**config.mk**
```make
export PLATFORM = sky130hd
export DESIGN_NAME = padsync_tx
export DESIGN_NICKNAME = d
export VERILOG_FILES = /design/src/rtl/padsync_pkg.sv /design/src/rtl/padsync_timer.sv /design/src/rtl/padsync_shift.sv /design/src/rtl/padsync_seq.sv /design/src/rtl/padsync_tx.sv
export SDC_FILE = /design/constraint.sdc
export NUM_CORES = 1
export LEC_CHECK = 0
export BUFFER_PORTS_ARGS = -buffer_cell sky130_fd_sc_hd__buf_2
export CAP_MARGIN = 15
export CORE_MARGIN = 3
export CORE_UTILIZATION = 39
export CTS_BUF_LIST = sky130_fd_sc_hd__clkbuf_16
export DETAILED_ROUTE_END_ITERATION = 16
export PLACE_DENSITY = 0.67
export SLEW_MARGIN = 5
export SYNTH_ARGS = -nofsm -noshare
export SYNTH_HDL_FRONTEND = slang
export SYNTH_SLANG_ARGS = --single-unit
```
**constraint.sdc**
```tcl
create_clock -name clk -period 2.1 [get_ports clk]
set_input_delay 0.42 -clock clk [delete_from_list [all_inputs] [get_ports clk]]
set_output_delay 0.42 -clock clk [all_outputs]
set_load 0.005 [all_outputs]
```
**src/rtl/padsync_pkg.sv**
```systemverilog
package padsync_pkg;

   typedef enum logic [1:0] {
      ST_IDLE    = 2'd0,
      ST_SYNC_HI = 2'd1,
      ST_SYNC_LO = 2'd2,
      ST_DATA    = 2'd3
   } tx_state_e;

endpackage

```
**src/rtl/padsync_timer.sv**
```systemverilog
module padsync_timer #(
   parameter int CNT_W = 4
) (
   input  logic             clk,
   input  logic             rst_n,
   input  logic             load,
   input  logic [CNT_W-1:0] load_val,
   output logic             expired
);

   logic [CNT_W-1:0] cnt_q;

   always_ff @(posedge clk or negedge rst_n) begin
      if (!rst_n) begin
         cnt_q <= '0;
      end else if (load) begin
         cnt_q <= load_val;
      end else if (cnt_q != '0) begin
         cnt_q <= cnt_q - 1'b1;
      end
   end

   assign expired = (cnt_q == '0);

   // the count taken on a load is the one seen in the following cycle
   AST_TMR_LOAD: assert property (@(posedge clk) disable iff (!rst_n)
      load |=> (cnt_q == $past(load_val))) else $error("timer load lost");

   // without a load the counter only ever moves down
   AST_TMR_DOWN: assert property (@(posedge clk) disable iff (!rst_n)
      (!load && !expired) |=> (cnt_q == $past(cnt_q) - 1'b1)) else $error("timer skipped");

endmodule

```
**src/rtl/padsync_shift.sv**
```systemverilog
module padsync_shift #(
   parameter int DATA_W = 8,
   parameter int IDX_W  = 3
) (
   input  logic              clk,
   input  logic              rst_n,
   input  logic              load,
   input  logic              shift,
   input  logic [DATA_W-1:0] load_data,
   output logic              out_bit,
   output logic              last_bit
);

   logic [DATA_W-1:0] sr_q;
   logic [IDX_W-1:0]  left_q;

   generate
      if (DATA_W == 1) begin : g_single
         always_ff @(posedge clk or negedge rst_n) begin
            if (!rst_n) sr_q <= '0;
            else if (load) sr_q <= load_data;
         end
      end else begin : g_multi
         always_ff @(posedge clk or negedge rst_n) begin
            if (!rst_n) sr_q <= '0;
            else if (load) sr_q <= load_data;
            else if (shift) sr_q <= {1'b0, sr_q[DATA_W-1:1]};
         end
      end
   endgenerate

   always_ff @(posedge clk or negedge rst_n) begin
      if (!rst_n) begin
         left_q <= '0;
      end else if (load) begin
         left_q <= IDX_W'(DATA_W - 1);
      end else if (shift) begin
         left_q <= left_q - 1'b1;
      end
   end

   assign out_bit  = sr_q[0];
   assign last_bit = (left_q == '0);

   // no shift may run past the final data bit
   AST_NO_SHIFT_PAST_END: assert property (@(posedge clk) disable iff (!rst_n)
      shift |-> !last_bit) else $error("shift beyond last bit");

   AST_NO_LOAD_SHIFT: assert property (@(posedge clk) disable iff (!rst_n)
      !(load && shift)) else $error("load and shift together");

endmodule

```
**src/rtl/padsync_seq.sv**
```systemverilog
module padsync_seq
   import padsync_pkg::*;
#(
   parameter int CNT_W    = 4,
   parameter int BIT_CYC  = 4,
   parameter int LONG_CYC = 12
) (
   input  logic             clk,
   input  logic             rst_n,
   input  logic             in_valid,
   input  logic             tmr_expired,
   input  logic             last_bit,
   output tx_state_e        state,
   output logic             tmr_load,
   output logic [CNT_W-1:0] tmr_val,
   output logic             sh_load,
   output logic             sh_shift
);

   localparam logic [CNT_W-1:0] LONG_RELOAD = CNT_W'(LONG_CYC - 1);
   localparam logic [CNT_W-1:0] BIT_RELOAD  = CNT_W'(BIT_CYC - 1);

   tx_state_e state_q, state_d;

   always_comb begin
      state_d  = state_q;
      tmr_load = 1'b0;
      tmr_val  = BIT_RELOAD;
      sh_load  = 1'b0;
      sh_shift = 1'b0;
      unique case (state_q)
         ST_IDLE: begin
            if (in_valid) begin
               state_d  = ST_SYNC_HI;
               tmr_load = 1'b1;
               tmr_val  = LONG_RELOAD;
               sh_load  = 1'b1;
            end
         end
         ST_SYNC_HI: begin
            if (tmr_expired) begin
               state_d  = ST_SYNC_LO;
               tmr_load = 1'b1;
            end
         end
         ST_SYNC_LO: begin
            if (tmr_expired) begin
               state_d  = ST_DATA;
               tmr_load = 1'b1;
            end
         end
         ST_DATA: begin
            if (tmr_expired) begin
               if (last_bit) begin
                  state_d = ST_IDLE;
               end else begin
                  tmr_load = 1'b1;
                  sh_shift = 1'b1;
               end
            end
         end
         default: state_d = ST_IDLE;
      endcase
   end

   always_ff @(posedge clk or negedge rst_n) begin
      if (!rst_n) state_q <= ST_IDLE;
      else        state_q <= state_d;
   end

   assign state = state_q;

   // the stretched high bit always leads into the normal low bit
   AST_HI_THEN_LO: assert property (@(posedge clk) disable iff (!rst_n)
      (state_q == ST_SYNC_HI && tmr_expired) |=> (state_q == ST_SYNC_LO)) else $error("sync order");

   AST_IDLE_ONLY_AFTER_DATA: assert property (@(posedge clk) disable iff (!rst_n)
      (state_q != ST_IDLE && state_d == ST_IDLE) |-> (state_q == ST_DATA && last_bit)) else $error("early idle");

endmodule

```
**src/rtl/padsync_tx.sv**
```systemverilog
module padsync_tx
   import padsync_pkg::*;
#(
   parameter int DATA_W   = 8,
   parameter int BIT_CYC  = 16,
   parameter int LONG_CYC = 3 * BIT_CYC
) (
   input  logic              clk,
   input  logic              rst_n,
   input  logic [DATA_W-1:0] in_data,
   input  logic              in_valid,
   output logic              in_ready,
   output logic              line_out,
   output logic              line_oe,
   output logic              busy
);

   localparam int CNT_W = (LONG_CYC > 2) ? $clog2(LONG_CYC) : 1;
   localparam int IDX_W = (DATA_W > 2) ? $clog2(DATA_W) : 1;

   generate
      if (BIT_CYC < 1) begin : g_bad_bit
         $error("BIT_CYC must be at least 1");
      end
      if (LONG_CYC <= BIT_CYC) begin : g_bad_long
         $error("LONG_CYC must exceed BIT_CYC");
      end
      if (DATA_W < 1) begin : g_bad_width
         $error("DATA_W must be at least 1");
      end
   endgenerate

   tx_state_e        state;
   logic             tmr_load, tmr_expired;
   logic [CNT_W-1:0] tmr_val;
   logic             sh_load, sh_shift, sh_bit, sh_last;

   padsync_seq #(
      .CNT_W    (CNT_W),
      .BIT_CYC  (BIT_CYC),
      .LONG_CYC (LONG_CYC)
   ) u_seq (
      .clk         (clk),
      .rst_n       (rst_n),
      .in_valid    (in_valid),
      .tmr_expired (tmr_expired),
      .last_bit    (sh_last),
      .state       (state),
      .tmr_load    (tmr_load),
      .tmr_val     (tmr_val),
      .sh_load     (sh_load),
      .sh_shift    (sh_shift)
   );

   padsync_timer #(
      .CNT_W (CNT_W)
   ) u_timer (
      .clk      (clk),
      .rst_n    (rst_n),
      .load     (tmr_load),
      .load_val (tmr_val),
      .expired  (tmr_expired)
   );

   padsync_shift #(
      .DATA_W (DATA_W),
      .IDX_W  (IDX_W)
   ) u_shift (
      .clk       (clk),
      .rst_n     (rst_n),
      .load      (sh_load),
      .shift     (sh_shift),
      .load_data (in_data),
      .out_bit   (sh_bit),
      .last_bit  (sh_last)
   );

   assign busy     = (state != ST_IDLE);
   assign in_ready = !busy;
   assign line_oe  = busy;
   assign line_out = (state == ST_SYNC_HI) || ((state == ST_DATA) && sh_bit);

   // a handshake starts the stretched high bit on the very next cycle
   AST_PAD_START: assert property (@(posedge clk) disable iff (!rst_n)
      (in_valid && in_ready) |=> (line_out && line_oe)) else $error("no sync high");

   AST_NO_ACCEPT_BUSY: assert property (@(posedge clk) disable iff (!rst_n)
      busy |-> !in_ready) else $error("ready while busy");

   AST_IDLE_LOW: assert property (@(posedge clk) disable iff (!rst_n)
      !line_oe |-> !line_out) else $error("undriven high");

   AST_DATA_HOLD: assert property (@(posedge clk) disable iff (!rst_n)
      (state == ST_DATA && !tmr_expired) |=> $stable(line_out)) else $error("bit glitch");

   AST_SYNC_LOW: assert property (@(posedge clk) disable iff (!rst_n)
      (state == ST_SYNC_HI && tmr_expired) |=> (!line_out && line_oe)) else $error("no sync low");

endmodule

```
==> qor.txt, run 1 <==
DP HPWL - 1380 um
Hold Slack - 0.0996 ns
Clock transition at path regs - 0.06 ns
vias in the first global route - 777
effective utilization at floorplan - 42.2%
path depth of the worst reg2reg path - 7
Die Y - 58.7 um
nets - 144
die width - 58.7 um
met2 Use GR - 18.7%
Least-Margin Pin Slew - 0.423 ns
Critical Path Start Type - register
ys async rst share - 100%
Sink Count - 19
share of the synthesized area in the top cell type - 43.9%
CP Data Required Time - 2.23 ns
Antenna Nets Post-Route - 0
TritonCTS clock tree - built
GRT Max-Usage Layer - met2
Area growth, synth to finish - 16.3%
Vias/cell - 5.18
DR WL/cell - 12.0 um
Post-Syn Nets - 127
Inserted Diodes - 0
Ys Warns - 0
Clock Latency Late Sink - 0.25 ns
PortBufs - 14
I/O pin cnt - 15
outcome - finished clean
Final Util - 49.0%
Synth cell types - 31
GRT Total Usage - 12.7%
Max FO, Critical Path - 13
Mapped Cells - 107
CTS Buf Count - 3
Die ar. - 3440 um^2
Final period util - 81.3%
PD cells - 1360 nW/um^2
GP Congestion - 0.857
final setup vio count - 0
gr ovfl total - 0
synth cell count leaders - dfrtp_1, nor2_1, a21oi_1
# DRC - 0
critical path type - reg2reg
1st-iter DRT viols - 15
fill cell count - 254
Slew Viols, Final - 0
antenna violations before repair - 0
Post-synth EDFFs - 0
Final Non-Filler Cells - 153
RSZ-0062 raised after global routing - false
Data arrival, critical path - 1.83 ns
Synth Cell Area - 1080 um^2
register area share after synthesis - 43.9%
first-pass GRT wire length - 3330 um
Resized cells post-CTS - 0
CTS Hold Bufs - 0
Hold Path Class - in2async
Max Freq - 586 MHz
Placed Cells - 149
Setup Skew - 0.00563 ns
LEAKAGE - 0.673 nW
DR vias - 793
final hold violations - 0
H-tree levels - 1
max-cap violations - 0
TNS Setup - 0 ns
cell accounting for the most synthesized area - dfrtp_1
core area - 2570 um^2
Rows - 18
met3 Use GR - 3.51%
Clk Tree Root Cell - clkbuf_16
setup bufs post-CTS - 0
largest net degree at the start of global routing - 22
DRT Pass-1 Iters - 3
met1 Use GR - 17.0%
min Tclk post-route - 1.71 ns
share of layout cells above drive strength 1 - 18.7%
total wire length - 1830 um
Synth Flop Type - dfrtp_1
Syn Area/Cell - 10.1 um^2
CTS Buffer Depth - 2
Synth Register Bits - 19
worst relative slew slack - 71.8%
Max rail drop VDD - 0.000642 V
Synth area leaders - dfrtp_1, ha_1, mux2i_1
count leader, synth - dfrtp_1
CP Capture Type - register
[per-layer routing]
layer  wire length, um  part of all wire (%)  vias up
met5                 0                     0        -
met4                41                   2.2        0
met3                87                   4.8        5
met2               766                    42       15
met1               935                    51      375
li1                  -                     -      398
[stage by stage]
step | power [mW] | worst slack (ns) | area (um^2)
finish | 1.72 | 0.393 | 1260
global route | 1.87 | 0.229 | 1260
floorplan | 1.17 | 0.384 | 1080
detailed placement | 1.35 | 0.377 | 1180
CTS | 1.74 | 0.372 | 1260
global placement | 1.33 | 0.387 | 1180
[path summary, 6_finish.rpt]
check / endpoint / from / slack (ns)
worst max-delay path: u_shift.sr_q[6]$_DFFE_PN0P_ / u_shift.left_q[0]$_DFFE_PN0P_ / 0.39
worst min-delay path: u_shift.sr_q[5]$_DFFE_PN0P_ / rst_n / 0.1
worst max register to register: u_shift.sr_q[6]$_DFFE_PN0P_ / u_shift.left_q[0]$_DFFE_PN0P_ / 0.39
worst min register to register: u_shift.left_q[2]$_DFFE_PN0P_ / u_shift.left_q[2]$_DFFE_PN0P_ / 0.51
max in group asynchronous: u_shift.sr_q[6]$_DFFE_PN0P_ / rst_n / 1.70
min in group clk: u_shift.sr_q[7]$_DFFE_PN0P_ / in_data[7] / 0.37
[registers in the layout, indices dropped and copies added (netlist names)]
register	cells
u_shift.left_q	3
u_timer.cnt_q	6
u_shift.sr_q	8
u_seq.state	2
[cell type report]
cell class | count | area, um^2 | share of cell area (%)
sequential | 19 | 475 | 37.8
clock buffer | 3 | 75.1 | 5.96
multi-input combinational | 75 | 547 | 43.4
inverter | 9 | 33.8 | 2.68
tap | 30 | 37.5 | 2.98
clock inverter | 1 | 5.00 | 0.398
timing repair buffer | 16 | 85.1 | 6.76
[worst max-delay path, cell delays in order, from the launching register on]
cell and delay, ns:
dfrtp_1 0.32, inv_1 0.06, ha_1 0.19, ha_1 0.16, and2b_1 0.25, nand4b_4 0.27
mux2i_1 0.24, a21oi_1 0.08
[cells by family (layout without fill, tap and decap cells)]
family                   after synthesis  count (layout)  share of synthesized area, %
buffers and inverters                 13              29                          5.55
flip-flops                            19              19                          43.9
multiplexers                           9               9                          8.44
XOR/XNOR                               1               1                         0.809
AO/OA/AOI/OAI                         21              21                          11.9
AND/OR/NAND/NOR                       35              35                          19.0
adder cells (fa/ha/maj)                9               9                          10.4
[cells in the final DEF (no fill, tap or decap), types with 2 or more instances in the layout]
cell	synthesis	layout
a21o_1	2	2
nor2_1	11	11
a21oi_1	10	10
inv_1	9	9
mux2i_1	8	8
dfrtp_1	19	19
nand3_1	3	3
nand2b_1	2	2
ha_1	9	9
buf_2	0	14
nor3_1	3	3
buf_4	1	2
o211ai_1	2	2
clkbuf_16	0	3
nand2_1	9	9
[power breakdown]
part	internal [mW]	switching, mW
sequential	0.520	0.133
combinational	0.319	0.355
clock	0.255	0.134
(Power assumes the default switching activity.)
==> run 2, diff against run 1 <==
--- a/config.mk
+++ b/config.mk
@@ -5,13 +5,14 @@
 export SDC_FILE = /design/constraint.sdc
 export NUM_CORES = 1
 export LEC_CHECK = 0
+export ABC_AREA = 1
 export BUFFER_PORTS_ARGS = -buffer_cell sky130_fd_sc_hd__buf_2
 export CAP_MARGIN = 15
 export CORE_MARGIN = 3
 export CORE_UTILIZATION = 39
 export CTS_BUF_LIST = sky130_fd_sc_hd__clkbuf_16
 export DETAILED_ROUTE_END_ITERATION = 16
-export PLACE_DENSITY = 0.67
+export PLACE_DENSITY = 0.66
 export SLEW_MARGIN = 5
 export SYNTH_ARGS = -nofsm -noshare
 export SYNTH_HDL_FRONTEND = slang
==> constraint.sdc (replaced) <==
create_clock -name clk -period 1.64 [get_ports clk]
set_input_delay 0.328 -clock clk [delete_from_list [all_inputs] [get_ports clk]]
set_output_delay 0.328 -clock clk [all_outputs]
set_load 0.005 [all_outputs]
==> run 2 against run 1 <==
- sequential share of layout area shrank 4.6 points
- sequential power grew 20%
- routed wire length rose by 34%
- largest power group unchanged
==> qor.txt, run 2 <==
critical-path cell list - inv_1, ha_1, inv_2, buf_2
GP Congestion - 0.862 (+0.55%)
Hold Path Class - in2async
Final period util - 94.6%
Synth cell types - 24 (-23%)
Die Y - 62.1 um (+5.9%)
CTS Buffer Depth - 2 (unchanged)
CP Data Required Time - 1.31 ns (-0.92 ns)
Area growth, synth to finish - 16.7%
CTS Hold Bufs - 0 (unchanged)
Synth Flop Type - dfrtp_1
ys async rst share - 100% (unchanged)
share of layout cells above drive strength 1 - 22.2% (+3.5 points)
Synth Cell Area - 1230 um^2 (+14%)
I/O pin cnt - 15 (unchanged)
DR WL/cell - 11.2 um (-6.2%)
Antenna Nets Post-Route - 0 (unchanged)
CP max stage delay - 0.41 ns (+0.09 ns)
Clk Tree Root Cell - clkbuf_16
Post-Syn Nets - 179 (+41%)
Slowest-stage cell, CP - dfrtp_1
1st-iter DRT viols - 60 (+45)
gr ovfl total - 0 (unchanged)
max-cap violations - 0 (unchanged)
CP Capture Type - output port
Clock transition at path regs - 0.05 ns (about the same)
LEAKAGE - 0.830 nW (+23%)
total wire length - 2450 um (+34%)
Sink Count - 19 (unchanged)
Post-synth EDFFs - 0 (unchanged)
effective utilization at floorplan - 42.7% (+0.56 points)
final setup vio count - 0 (unchanged)
cell accounting for the most synthesized area - dfrtp_1
Final Non-Filler Cells - 218 (+42%)
Rows - 19 (+1)
Worst R2R Setup Slack - 0.13 ns (-0.26 ns)
Multi-input gate area - 667 um^2 (+22%)
Clock Latency Late Sink - 0.25 ns (about the same)
count leader, synth - nand2_1
Least-Margin Pin Slew - 0.429 ns (+0.00648 ns)
vias in the first global route - 876 (+13%)
final hold violations - 0 (unchanged)
Placed Cells - 213 (+43%)
Data arrival, critical path - 1.22 ns (-0.61 ns)
r2r endpoint - u_shift.left_q[1]$_DFFE_PN0P_
DP HPWL - 1810 um (+31%)
TNS Setup - 0 ns (unchanged)
Max FO, Critical Path - 4 (-9)
GRT Total Usage - 12.6% (-0.073 points)
Ys Warns - 0 (unchanged)
Slew Viols, Final - 0 (unchanged)
Mapped Cells - 159 (+49%)
Max Freq - 644 MHz
Top reg by flops - u_shift.sr_q
H-tree levels - 1 (unchanged)
share of the synthesized area in the top cell type - 38.7% (-5.2 points)
Synth area leaders - dfrtp_1, nand2_1, ha_1
total power - 2.44 mW (+42%)
synth cell count leaders - nand2_1, dfrtp_1, inv_1
Setup Skew - 0.00139 ns (-0.00424 ns)
PD cells - 1700 nW/um^2 (+25%)
Die ar. - 3860 um^2 (+12%)
Critical Path Start Type - register
Vias/cell - 4.65 (-10%)
FF/Latch Area - 475 um^2 (unchanged)
PortBufs - 14 (unchanged)
Syn Area/Cell - 7.73 um^2 (-24%)
DR vias - 1014 (+28%)
RSZ-0062 raised after global routing - false
fill cell count - 282 (+11%)
Inserted Diodes - 0 (unchanged)
leading cell type in the layout, fill and taps excluded - nand2_1
worst relative slew slack - 71.4% (-0.43 points)
max reg flops - 8 (unchanged)
Critical R2R Launch - u_shift.left_q[0]$_DFFE_PN0P_
outcome - finished clean
biggest regs - u_shift.sr_q (8), u_timer.cnt_q (6), u_shift.left_q (3)
# DRC - 0 (unchanged)
CTS Buf Count - 3 (unchanged)
die width - 62.1 um (+5.9%)
largest net degree at the start of global routing - 20 (-9.1%)
core area - 2880 um^2 (+12%)
commonest non-fill, non-tap cells in the layout - nand2_1, dfrtp_1, inv_1, nand3_1, buf_2
first-pass GRT wire length - 3820 um (+14%)
nets - 197 (+37%)
critical path type - reg2out
Synth Register Bits - 19 (unchanged)
TritonCTS clock tree - built
register area share after synthesis - 38.7% (-5.2 points)
path depth of the worst reg2reg path - 8 (+1)
DRT Pass-1 Iters - 4 (+1)
min Tclk post-route - 1.55 ns
Max rail drop VDD - 0.000812 V (+26%)
antenna violations before repair - 0 (unchanged)
[run 2: cell count changes in the layout (fill, tap and decap cells not counted), moves of 8 or more]
cell / previous run / this run
mux2i_1: 8 / 0
nand2_1: 9 / 62
inv_1: 9 / 17
a21oi_1: 10 / 1
nand3_1: 3 / 15
[run 2: layout make-up]
type,instances,area share [%]
multi-input combinational,117,46.5
tap,42,3.66
inverter,20,5.24
sequential,19,33.2
clock buffer,3,5.24
clock inverter,1,0.262
timing repair buffer,16,5.93
[run 2: power breakdown]
part | internal [mW] | leakage (nW) | switching (mW) | total [mW]
Sequential | 0.662 | 0.226 | 0.124 | 0.786
Combinational | 0.457 | 0.562 | 0.702 | 1.16
Clock | 0.325 | 0.0423 | 0.173 | 0.497
Total | 1.44 | 0.830 | 0.998 | 2.44
[run 2: kinds of logic after synthesis]
| group | count (synthesis) | synth area share [%] |
|---|---|---|
| compound gates | 6 | 3.16 |
| xor+xnor | 1 | 0.713 |
| fa+ha+maj | 9 | 9.17 |
| buf+inv | 24 | 8.65 |
| flops | 19 | 38.7 |
| simple gates | 100 | 39.6 |
[run 2: metal layers]
metal  track usage [%]  vias to the layer above  wire length [um]
met1              15.4                      476              1180
met3              4.86                        4                83
li1                  -                      525                 -
met5                 0                        -                 0
met4              5.80                        0                44
met2              19.6                        9              1140
[run 2: metrics by stage]
stage | area [um^2] | hold WS (ns) | worst slack, ns | util (%)
3_3_place_gp | 1340 | 0.292 | 0.0570 | 46.4
3_5_place_dp | 1340 | 0.298 | 0.0411 | 46.4
2_1_floorplan | 1230 | 0.0324 | 0.260 | -
5_1_grt | 1430 | 0.0371 | 0.0189 | 49.8
4_1_cts | 1410 | 0.0229 | 0.0260 | 49.2
6_report | 1430 | 0.00843 | 0.0878 | 49.8
[run 2: worst max-delay path, delay by kind of cell (launching register included)]
family                   cells  cell delay [ns]
flip-flops                   1             0.41
buffers and inverters        3             0.30
adder cells (fa/ha/maj)      1             0.26
[run 2: timing repair]
item | CTS | global route
endpoints found under the setup margin | 0 | 8
gates resized for setup | 0 | 2
setup buffers | 0 | 0
endpoints found under the hold margin | 0 | 0
[run 2: worst max path at each step]
stage / cells after the start / endpoint / from
2_1_floorplan: 8 / u_shift.left_q[0]$_DFFE_PN0P_ / u_shift.left_q[0]$_DFFE_PN0P_
3_3_place_gp: 8 / u_shift.sr_q[4]$_DFFE_PN0P_ / u_shift.left_q[0]$_DFFE_PN0P_
3_5_place_dp: 8 / u_shift.sr_q[6]$_DFFE_PN0P_ / u_shift.left_q[0]$_DFFE_PN0P_
4_1_cts: 8 / u_shift.sr_q[6]$_DFFE_PN0P_ / u_shift.left_q[0]$_DFFE_PN0P_
5_1_grt: 4 / busy / u_seq.state[0]$_DFFE_PN0P_
6_report: 4 / busy / u_seq.state[0]$_DFFE_PN0P_
